## src/rtl/qdb_pkg.sv

```systemverilog
package qdb_pkg;
  localparam logic [15:0] DB_BASE    = 16'h1000;
  localparam logic        CFG_CREATE = 1'b1;
  localparam logic        CFG_DELETE = 1'b0;
endpackage

```

## src/rtl/qdb_decode.sv

```systemverilog
module qdb_decode #(
  parameter int NQ     = 8,
  parameter int ADDR_W = 16,
  parameter int PTR_W  = 16
) (
  input  logic              we_i,
  input  logic [ADDR_W-1:0] addr_i,
  input  logic [31:0]       data_i,
  output logic [NQ-1:0]     sq_we_o,
  output logic [NQ-1:0]     cq_we_o,
  output logic [PTR_W-1:0]  val_o
);
  localparam int SLOT_W = ADDR_W - 3;
  localparam logic [ADDR_W-1:0] BASE = ADDR_W'(qdb_pkg::DB_BASE);

  logic [ADDR_W-1:0] off;
  logic [SLOT_W-1:0] slot;
  logic              hit;
  logic              unused_bits;

  assign off  = addr_i - BASE;
  assign slot = off[ADDR_W-1:3];
  assign hit  = we_i && (addr_i >= BASE) && (addr_i[1:0] == 2'b00) &&
                (slot < SLOT_W'(NQ));

  always_comb begin
    sq_we_o = '0;
    cq_we_o = '0;
    for (int q = 0; q < NQ; q++) begin
      if (hit && slot == SLOT_W'(q)) begin
        if (off[2]) cq_we_o[q] = 1'b1;
        else        sq_we_o[q] = 1'b1;
      end
    end
  end

  assign val_o       = data_i[PTR_W-1:0];
  assign unused_bits = ^{data_i[31:PTR_W], off[1:0]};
endmodule

```

## src/rtl/qdb_sq_ring.sv

```systemverilog
module qdb_sq_ring #(
  parameter int PTR_W = 16,
  parameter int QID_W = 3
) (
  input  logic             clk_i,
  input  logic             rst_ni,
  input  logic             cfg_set_i,
  input  logic             cfg_clr_i,
  input  logic [PTR_W-1:0] cfg_zsize_i,
  input  logic [QID_W-1:0] cfg_bind_i,
  input  logic             db_we_i,
  input  logic [PTR_W-1:0] db_val_i,
  input  logic             fetch_i,
  output logic             valid_o,
  output logic             empty_o,
  output logic [PTR_W-1:0] head_o,
  output logic [PTR_W-1:0] tail_o,
  output logic [QID_W-1:0] bind_o
);
  localparam int SZ_W = PTR_W + 1;

  logic             valid_q;
  logic [SZ_W-1:0]  size_q;
  logic [PTR_W-1:0] head_q, tail_q, head_nxt;
  logic [QID_W-1:0] bind_q;
  logic             db_ok, fetch_ok, busy_cfg;

  assign busy_cfg = cfg_set_i || cfg_clr_i;
  assign db_ok    = !busy_cfg && valid_q && db_we_i && ({1'b0, db_val_i} < size_q);
  assign fetch_ok = !busy_cfg && valid_q && fetch_i && (head_q != tail_q);
  assign head_nxt = (({1'b0, head_q} + SZ_W'(1)) == size_q) ? '0 : head_q + PTR_W'(1);

  always_ff @(posedge clk_i or negedge rst_ni) begin
    if (!rst_ni) begin
      valid_q <= 1'b0;
      size_q  <= '0;
      head_q  <= '0;
      tail_q  <= '0;
      bind_q  <= '0;
    end else if (cfg_set_i) begin
      valid_q <= 1'b1;
      size_q  <= {1'b0, cfg_zsize_i} + SZ_W'(1);
      head_q  <= '0;
      tail_q  <= '0;
      bind_q  <= cfg_bind_i;
    end else if (cfg_clr_i) begin
      valid_q <= 1'b0;
    end else begin
      if (db_ok)    tail_q <= db_val_i;
      if (fetch_ok) head_q <= head_nxt;
    end
  end

  assign valid_o = valid_q;
  assign empty_o = (head_q == tail_q);
  assign head_o  = head_q;
  assign tail_o  = tail_q;
  assign bind_o  = bind_q;
endmodule

```

## src/rtl/qdb_cq_ring.sv

```systemverilog
module qdb_cq_ring #(
  parameter int PTR_W = 16
) (
  input  logic             clk_i,
  input  logic             rst_ni,
  input  logic             cfg_set_i,
  input  logic             cfg_clr_i,
  input  logic [PTR_W-1:0] cfg_zsize_i,
  input  logic             cfg_ien_i,
  input  logic             db_we_i,
  input  logic [PTR_W-1:0] db_val_i,
  input  logic             post_i,
  output logic             valid_o,
  output logic             full_o,
  output logic             phase_o,
  output logic [PTR_W-1:0] head_o,
  output logic [PTR_W-1:0] tail_o,
  output logic             post_ok_o,
  output logic             wake_o,
  output logic             irq_o
);
  localparam int SZ_W = PTR_W + 1;

  logic             valid_q, phase_q, ien_q;
  logic [SZ_W-1:0]  size_q;
  logic [PTR_W-1:0] head_q, tail_q, tail_nxt;
  logic             wrap, full, db_ok, busy_cfg;

  assign busy_cfg  = cfg_set_i || cfg_clr_i;
  assign wrap      = (({1'b0, tail_q} + SZ_W'(1)) == size_q);
  assign tail_nxt  = wrap ? '0 : tail_q + PTR_W'(1);
  assign full      = valid_q && (tail_nxt == head_q);
  assign db_ok     = !busy_cfg && valid_q && db_we_i && ({1'b0, db_val_i} < size_q);
  assign post_ok_o = !busy_cfg && valid_q && post_i && !full;
  assign wake_o    = db_ok && full;
  assign irq_o     = db_ok && ien_q && (tail_q != db_val_i);

  always_ff @(posedge clk_i or negedge rst_ni) begin
    if (!rst_ni) begin
      valid_q <= 1'b0;
      phase_q <= 1'b0;
      ien_q   <= 1'b0;
      size_q  <= '0;
      head_q  <= '0;
      tail_q  <= '0;
    end else if (cfg_set_i) begin
      valid_q <= 1'b1;
      phase_q <= 1'b1;
      ien_q   <= cfg_ien_i;
      size_q  <= {1'b0, cfg_zsize_i} + SZ_W'(1);
      head_q  <= '0;
      tail_q  <= '0;
    end else if (cfg_clr_i) begin
      valid_q <= 1'b0;
    end else begin
      if (db_ok) head_q <= db_val_i;
      if (post_ok_o) begin
        tail_q <= tail_nxt;
        if (wrap) phase_q <= ~phase_q;
      end
    end
  end

  assign valid_o = valid_q;
  assign full_o  = full;
  assign phase_o = phase_q;
  assign head_o  = head_q;
  assign tail_o  = tail_q;
endmodule

```

## src/rtl/qdb_ring_mgr.sv

```systemverilog
module qdb_ring_mgr #(
  parameter int NQ     = 8,
  parameter int PTR_W  = 16,
  parameter int ADDR_W = 16,
  parameter int STAT_W = 15,
  localparam int QID_W = $clog2(NQ)
) (
  input  logic                clk_i,
  input  logic                rst_ni,
  input  logic                db_we_i,
  input  logic [ADDR_W-1:0]   db_addr_i,
  input  logic [31:0]         db_wdata_i,
  input  logic                cfg_we_i,
  input  logic                cfg_op_i,
  input  logic                cfg_cq_i,
  input  logic [QID_W-1:0]    cfg_qid_i,
  input  logic [PTR_W-1:0]    cfg_zsize_i,
  input  logic                cfg_ien_i,
  input  logic [QID_W-1:0]    cfg_bind_i,
  input  logic [NQ-1:0]       sq_fetch_i,
  input  logic                cpl_post_i,
  input  logic [QID_W-1:0]    cpl_cqid_i,
  input  logic [QID_W-1:0]    cpl_sqid_i,
  input  logic [STAT_W-1:0]   cpl_status_i,
  output logic                cpl_valid_o,
  output logic [STAT_W:0]     cpl_word_o,
  output logic [PTR_W-1:0]    cpl_slot_o,
  output logic [QID_W-1:0]    cpl_sqid_o,
  output logic [PTR_W-1:0]    cpl_sqhead_o,
  output logic [NQ-1:0]       sq_empty_o,
  output logic [NQ-1:0]       cq_full_o,
  output logic [NQ-1:0]       cq_phase_o,
  output logic [NQ*PTR_W-1:0] sq_head_o,
  output logic [NQ*PTR_W-1:0] sq_tail_o,
  output logic [NQ*PTR_W-1:0] cq_head_o,
  output logic [NQ*PTR_W-1:0] cq_tail_o,
  output logic [NQ-1:0]       irq_req_o,
  output logic [NQ-1:0]       restart_o
);
  logic [NQ-1:0]    sq_db_we, cq_db_we;
  logic [PTR_W-1:0] db_val;
  logic [NQ-1:0]    sq_valid, cq_valid, cq_post_ok, cq_wake, cq_irq;
  logic [NQ-1:0]    sq_set, sq_clr, cq_set, cq_clr, cq_post;
  logic [PTR_W-1:0] sq_head [NQ];
  logic [PTR_W-1:0] sq_tail [NQ];
  logic [PTR_W-1:0] cq_head [NQ];
  logic [PTR_W-1:0] cq_tail [NQ];
  logic [QID_W-1:0] sq_bind [NQ];
  logic [NQ-1:0]    restart_d;
  logic             create_ok, delete_go, bind_ok;

  qdb_decode #(.NQ(NQ), .ADDR_W(ADDR_W), .PTR_W(PTR_W)) u_decode (
    .we_i    (db_we_i),
    .addr_i  (db_addr_i),
    .data_i  (db_wdata_i),
    .sq_we_o (sq_db_we),
    .cq_we_o (cq_db_we),
    .val_o   (db_val)
  );

  assign bind_ok   = (32'(cfg_bind_i) < NQ) && cq_valid[cfg_bind_i];
  assign create_ok = cfg_we_i && (cfg_op_i == qdb_pkg::CFG_CREATE) &&
                     (cfg_zsize_i != '0) && (cfg_cq_i || bind_ok);
  assign delete_go = cfg_we_i && (cfg_op_i == qdb_pkg::CFG_DELETE);

  for (genvar q = 0; q < NQ; q++) begin : g_q
    assign sq_set[q]  = create_ok && !cfg_cq_i && (cfg_qid_i == QID_W'(q));
    assign sq_clr[q]  = delete_go && !cfg_cq_i && (cfg_qid_i == QID_W'(q));
    assign cq_set[q]  = create_ok &&  cfg_cq_i && (cfg_qid_i == QID_W'(q));
    assign cq_clr[q]  = delete_go &&  cfg_cq_i && (cfg_qid_i == QID_W'(q));
    assign cq_post[q] = cpl_post_i && (cpl_cqid_i == QID_W'(q));

    qdb_sq_ring #(.PTR_W(PTR_W), .QID_W(QID_W)) u_sq (
      .clk_i       (clk_i),
      .rst_ni      (rst_ni),
      .cfg_set_i   (sq_set[q]),
      .cfg_clr_i   (sq_clr[q]),
      .cfg_zsize_i (cfg_zsize_i),
      .cfg_bind_i  (cfg_bind_i),
      .db_we_i     (sq_db_we[q]),
      .db_val_i    (db_val),
      .fetch_i     (sq_fetch_i[q]),
      .valid_o     (sq_valid[q]),
      .empty_o     (sq_empty_o[q]),
      .head_o      (sq_head[q]),
      .tail_o      (sq_tail[q]),
      .bind_o      (sq_bind[q])
    );

    qdb_cq_ring #(.PTR_W(PTR_W)) u_cq (
      .clk_i       (clk_i),
      .rst_ni      (rst_ni),
      .cfg_set_i   (cq_set[q]),
      .cfg_clr_i   (cq_clr[q]),
      .cfg_zsize_i (cfg_zsize_i),
      .cfg_ien_i   (cfg_ien_i),
      .db_we_i     (cq_db_we[q]),
      .db_val_i    (db_val),
      .post_i      (cq_post[q]),
      .valid_o     (cq_valid[q]),
      .full_o      (cq_full_o[q]),
      .phase_o     (cq_phase_o[q]),
      .head_o      (cq_head[q]),
      .tail_o      (cq_tail[q]),
      .post_ok_o   (cq_post_ok[q]),
      .wake_o      (cq_wake[q]),
      .irq_o       (cq_irq[q])
    );

    assign restart_d[q] = sq_valid[q] && cq_wake[sq_bind[q]];

    assign sq_head_o[q*PTR_W +: PTR_W] = sq_head[q];
    assign sq_tail_o[q*PTR_W +: PTR_W] = sq_tail[q];
    assign cq_head_o[q*PTR_W +: PTR_W] = cq_head[q];
    assign cq_tail_o[q*PTR_W +: PTR_W] = cq_tail[q];
  end

  always_ff @(posedge clk_i or negedge rst_ni) begin
    if (!rst_ni) begin
      cpl_valid_o  <= 1'b0;
      cpl_word_o   <= '0;
      cpl_slot_o   <= '0;
      cpl_sqid_o   <= '0;
      cpl_sqhead_o <= '0;
      irq_req_o    <= '0;
      restart_o    <= '0;
    end else begin
      cpl_valid_o <= |cq_post_ok;
      if (|cq_post_ok) begin
        cpl_word_o   <= {cpl_status_i, cq_phase_o[cpl_cqid_i]};
        cpl_slot_o   <= cq_tail[cpl_cqid_i];
        cpl_sqid_o   <= cpl_sqid_i;
        cpl_sqhead_o <= sq_head[cpl_sqid_i];
      end
      irq_req_o <= cq_irq;
      restart_o <= restart_d;
    end
  end
endmodule

```

## config.mk

```make
export PLATFORM = sky130hd
export DESIGN_NAME = qdb_ring_mgr
export DESIGN_NICKNAME = d
export VERILOG_FILES = /design/src/rtl/qdb_pkg.sv /design/src/rtl/qdb_decode.sv /design/src/rtl/qdb_sq_ring.sv /design/src/rtl/qdb_cq_ring.sv /design/src/rtl/qdb_ring_mgr.sv
export SDC_FILE = /design/constraint.sdc
export NUM_CORES = 2
export LEC_CHECK = 0
export BUFFER_PORTS_ARGS = -buffer_cell sky130_fd_sc_hd__clkbuf_2
export CORE_UTILIZATION = 55
export CTS_BUF_LIST = sky130_fd_sc_hd__clkbuf_16
export CTS_CLUSTER_SIZE = 16
export DETAILED_ROUTE_END_ITERATION = 10
export PLACE_DENSITY = 0.73
export SLEW_MARGIN = 5
export SYNTH_ARGS = -nofsm -noshare
export SYNTH_HDL_FRONTEND = slang
export SYNTH_SLANG_ARGS = --single-unit
```

## constraint.sdc

```tcl
create_clock -name clk_i -period 12.75 [get_ports clk_i]
set_input_delay 3.825 -clock clk_i [delete_from_list [all_inputs] [get_ports clk_i]]
set_output_delay 3.825 -clock clk_i [all_outputs]
set_load 0.03 [all_outputs]
```

# After elaboration in Yosys (flattened, before gate mapping)
# Cells that the tools add are included.
[classes] n_addsub=34 magnitude_cmp=30 n_eq_ne=85 muxes=220 bitwise_logic=11 reduce_logical=323
[ops] operator="16-bit two-way mux" count=116
[ops] operator="16-bit by 1-bit adder with 17-bit output, second input constant" count=17
[ops] operator="17-bit == test" count=16
[ops] operator="16-bit by 17-bit < comparator with 1-bit output" count=16
[ops] operator="16-bit by 1-bit adder with 16-bit output, second input constant" count=16
[ops] operator="16-bit == test" count=16
[ops] operator="16-bit != test" count=16
[ops] operator="1-bit logical AND" count=179
[ops] operator="2-bit nonzero test" count=56
[ops] operator="16-bit binary-select mux with 3-bit select" count=2
[ops] operator="1-bit two-way mux" count=92
[ops] operator="2-bit AND reduction" count=32
[ops] operator="13-bit by 3-bit == test with 1-bit output, second input constant" count=4
[ops] operator="3-bit by 4-bit < comparator with 1-bit output, second input constant" count=10
[ops] operator="2-bit by 1-bit != test with 1-bit output, second input constant" count=16
[ops] operator="1-bit binary-select mux with 3-bit select" count=10
[ops] operator="13-bit by 2-bit == test with 1-bit output, second input constant" count=2
[ops] operator="1-bit zero test" count=25
[ops] operator="3-bit == test, second input constant" count=8
[ops] operator="3-bit AND reduction" count=8
[ops] operator="1-bit logical OR" count=17
[ops] operator="16-bit by 13-bit greater-or-equal comparator with 1-bit output, second input constant" count=1
[ops] operator="16-bit nonzero test" count=1
[ops] operator="16-bit by 13-bit subtractor with 16-bit output, second input constant" count=1
[ops] operator="other kinds (11)" count=26
[totals] ff_bits=908 inputBits=107 out_inout_bits=604 elab_cells=798

# Logic depth before layout (Yosys ltp)
[logic_depth] ltp_word=15 depth_mapped=19 ltp_nobuf=14

# Hierarchy
# From an unflattened synthesis, not the netlist that was laid out.
[hier_totals] hier_cells=7480 hier_area_um2=69491.6
[modules_own_cells] module="qdb_cq_ring" instances=8 cells_per_inst=473 area_per_inst_um2=4225.3 seq_area_each_um2=1301.2
[modules_own_cells] module="qdb_sq_ring at g_q[0].u_sq ..." instances=7 cells_per_inst=408 area_per_inst_um2=3741.1 seq_area_each_um2=1326.3
[modules_own_cells] module="qdb_ring_mgr" instances=1 cells_per_inst=346 area_per_inst_um2=5153.7 seq_area_each_um2=1701.6
[modules_own_cells] module="qdb_sq_ring at g_q[7].u_sq" instances=1 cells_per_inst=423 area_per_inst_um2=3853.7 seq_area_each_um2=1326.3
[modules_own_cells] module="qdb_decode" instances=1 cells_per_inst=71 area_per_inst_um2=494.2 seq_area_each_um2=0.0

# Worst setup path before layout
# No wires, ideal clock.
[synth_path] kind="register to output" start="reg g_q[0].u_cq.tail_q[1]" end="out cq_full_o[0]" arrival_ps=3572 required_ps=8925 setup_slack_ps=5353 path_stages_with_launch=13 n_path_buf=3 path_cell_list="dfrtp_1 ha_1 buf_2 nand3_1 or4_4 xor2_1 a2111o_1 or3_1 nor4_4 buf_6 o32ai_1 and4_1 buf_4"
[synth_via] elab_chain_cells=5 word_cells_on_any_way=6 classes_between="2 x add/sub; 2 x eq/ne; 1 x mux; 1 x reduce/logical"
[synth_lines] item="start, declared" line="qdb_cq_ring.sv:26" source="logic [PTR_W-1:0] head_q, tail_q, tail_nxt;"
[synth_lines] item="start signal, assigned" line="qdb_cq_ring.sv:58" source="tail_q <= tail_nxt;"
[synth_lines] item="16-bit by 1-bit adder with 17-bit output" line="qdb_cq_ring.sv:30" source="assign wrap = (({1'b0, tail_q} + SZ_W'(1)) == size_q);"
[synth_lines] item="17-bit == test" line="qdb_cq_ring.sv:30"
[synth_lines] item="16-bit two-way mux (*)" line="qdb_cq_ring.sv:31" source="assign tail_nxt = wrap ? '0 : tail_q + PTR_W'(1);"
[synth_lines] item="16-bit == test (*)" line="qdb_cq_ring.sv:32" source="assign full = valid_q && (tail_nxt == head_q);"
[synth_lines] item="1-bit logical AND (*)" line="qdb_cq_ring.sv:32"
[synth_lines] item="end, declared" line="qdb_ring_mgr.sv:31" source="output logic [NQ-1:0] cq_full_o,"
# Mark *: on every way between the ends. The rest lies on a longest branch, timed or not.

# Final worst setup path
[layout_path] start="reg g_q[3].u_cq.tail_q[0]" end="out cq_full_o[3]"
[layout_via] elab_chain_cells=5 word_cells_on_any_way=6 classes_between="2 x add/sub; 2 x eq/ne; 1 x mux; 1 x reduce/logical"
[layout_lines] item="start, declared" line="qdb_cq_ring.sv:26"
[layout_lines] item="start signal, assigned" line="qdb_cq_ring.sv:58"
[layout_lines] item="16-bit by 1-bit adder with 17-bit output" line="qdb_cq_ring.sv:30"
[layout_lines] item="17-bit == test" line="qdb_cq_ring.sv:30"
[layout_lines] item="16-bit two-way mux (*)" line="qdb_cq_ring.sv:31"
[layout_lines] item="16-bit == test (*)" line="qdb_cq_ring.sv:32"
[layout_lines] item="1-bit logical AND (*)" line="qdb_cq_ring.sv:32"
# Marks and branches as above.

==> run metrics <==
net count reported at finish 7866; largest net degree at the start of global routing 170; VDD IR max 118 uV; I/O pins 711; vias 60480; dpl ws 3290 ps; startpoint class of the critical path register; Seq/Total Area, Yosys 0.362; setup ws final 3210 ps; vias per cell 6.65; initial antenna violation count 39; post-CTS sizing 0; clk_skew 51.3 ps; max-slew violation count 0; P_leak 32.2 nW; PwrDens 132 mW/mm2; CTS Buf Count 103; most common cell after layout, fill and taps aside dfrtp_1; Skew-Pair Late Insertion Delay 750 ps; vias in the first global route 55373; FMAX 0.105 GHz; final setup violation count 0; starting density of the core 0.557; most frequent cells in the layout dfrtp_1 (908), nand2_1 (813), o21ai_0 (770); Post-synth EDFFs 0; critical setup path kind register to primary output; Post-Syn Instances 7153; row count 123; DIE AREA 0.116 mm2; relative slew slack 0.0530; H-tree depth 3; Port Buffers 694; DPL Wire Length 187000 um; core area 0.113 mm2; Iter 0 DRT Violations 8238; syn nets 7520; outcome finished clean; cts hold-fix bufs 0; Cells after DPL 8894; Syn Area/Cell 8.78 um2; Worst Hold Class register to register; Worst Path Max Fanout 13; post-CTS setup repair buffer count 0; Worst Tran Pin Value 1380 ps; Residual DRC 0; GP Congestion 1.00; fin crit period 9540 ps; Setup TNS Final 0 ps; Clk pin slew, worst setup/hold paths 60 ps; Clock Sinks 908; Layout Cells excl Fill 9092; GRT Util Overall 0.452; die height 340 um; Post-Syn Area 0.0628 mm2; Routed Antenna Nets 0; crit path capture type primary output; Layout area overhead 11.8%; arrival time worst endpoint 5710 ps; DR WL/cell 29.4 um; Fin. Hold Viols 0; RSZ-0062 raised after global routing no; Cell variety after synth 111; fin crit share 0.748; overall die width 340 um; DRT Pass-1 Iters 9; max cap viols 0; Seq cells post-synth 908; Max Buffers Root-to-Sink 3; gr ovfl total 0; ys async rst share 1.00; CTS Root Cell clkbuf_16; Yosys Warn Count 0; WL final 267000 um; share of post-route cells with drive strength above 1 0.162; CTS tree yes; ys flop type dfrtp_1; CP Data Required Time 8920 ps; # fillers 9697; first-pass GRT wire length 385000 um
## cell type report
type                    count  area, um2  share of cell area
clock buffers             103       2580              0.0367
diodes                     18       45.0            0.000641
multi-input cells        5295      36500               0.519
inverters                 381       1430              0.0204
flip-flops and latches    908      22700               0.324
clock inverters            77        664             0.00946
repair buffers            810       4430              0.0630
well taps                1500       1880              0.0267
## metrics by stage
step,util,instance area [um2],total power [mW],hold slack [ps]
finish,0.622,70200,9.27,469
detailed placement,0.593,66900,6.27,455
global route,0.622,70200,9.60,502
floorplan,-,62800,5.34,438
global placement,0.593,66900,6.19,456
CTS,0.622,70200,9.20,469
## sequential cells by signal, summed over array words and instances, names as in the netlist
register / count
cpl_slot_o: 16
cpl_sqhead_o: 16
cpl_sqid_o: 3
cpl_valid_o: 1
cpl_word_o: 16
g_q.u_cq.head_o: 128
g_q.u_cq.ien_q: 8
g_q.u_cq.phase_o: 8
g_q.u_cq.size_q: 136
g_q.u_cq.tail_o: 128
g_q.u_cq.valid_o: 8
g_q.u_sq.bind_o: 24
g_q.u_sq.head_o: 128
g_q.u_sq.size_q: 136
g_q.u_sq.tail_o: 128
g_q.u_sq.valid_o: 8
irq_req_o: 8
restart_o: 8
## final timing paths
check / startpoint / slack [ps] / cells after the start / to
max reg2reg: g_q[0].u_cq.tail_o[0]$_DFFE_PN0P_ / 5210 / 15 / cpl_sqhead_o[0]$_DFFE_PN0P_
max: g_q[3].u_cq.tail_o[0]$_DFFE_PN0P_ / 3210 / 11 / cq_full_o[3]
max in group asynchronous: rst_ni / 7410 / 3 / g_q[7].u_sq.size_q[10]$_DFFE_PN0P_
min reg2reg: g_q[2].u_cq.ien_q$_DFFE_PN0P_ / 470 / 2 / g_q[2].u_cq.ien_q$_DFFE_PN0P_
min: g_q[2].u_cq.ien_q$_DFFE_PN0P_ / 470 / 2 / g_q[2].u_cq.ien_q$_DFFE_PN0P_
min in group asynchronous: rst_ni / 3060 / 1 / g_q[6].u_cq.head_o[7]$_DFFE_PN0P_
## metal layers
metal | vias to the layer above | share of wire | GRT usage | routed length [um]
met5 | - | 0.00098 | 0 | 261
met4 | 40 | 0.072 | 0.274 | 19100
met3 | 985 | 0.13 | 0.135 | 35800
met2 | 4235 | 0.42 | 0.646 | 111000
met1 | 29252 | 0.38 | 0.602 | 101000
li1 | 25968 | - | - | -
## kinds of logic (layout without fill, tap and decap cells)
family / after synthesis / count (layout) / share of synthesized area
DFF: 908 / 908 / 0.362
buffers and inverters: 950 / 1371 / 0.0621
xor gates and xnor gates: 757 / 757 / 0.111
other: 0 / 18 / 0
and+or+nand+nor: 2342 / 2342 / 0.189
adders and majority gates: 261 / 261 / 0.0520
AOI/OAI and AO/OA: 1682 / 1682 / 0.166
muxes: 253 / 253 / 0.0588
## cells in the mapped netlist, drive strengths merged (45+ instances only)
cell type  instances  area, um2
nand2b            98        621
ha               260       3250
o21ai            779       3900
nor4             131        917
inv              379       1420
o211ai            99        743
nor3              93        502
buf              134        835
nand4            123        833
and2              45        282
mux4              68       1530
o31ai            109        818
and3              90        563
dfrtp            908      22700
a21o             175       1310
xor2             290       2540
xnor2            443       3880
a21oi            212       1060
clkbuf           435       1640
nand3            303       1570
nor2             370       1410
mux2i             83        831
nand2            816       3070
mux2             102       1330
## critical path, cell delays in order (launching register included)
cell and delay, ps:
dfrtp_1 880, ha_1 430, nand4_1 400, nor3_1 520, o221ai_1 210, nor4_1 370, nand4_1 340, nor2_1 730
nor3_1 160, o21ai_1 500, nor3_1 210, clkbuf_2 230
## power by group
group | switching, mW | internal, mW
clock network | 1.31 | 1.64
logic | 1.57 | 1.01
registers | 0.564 | 3.17
Power figures use the tool's default switching activity.
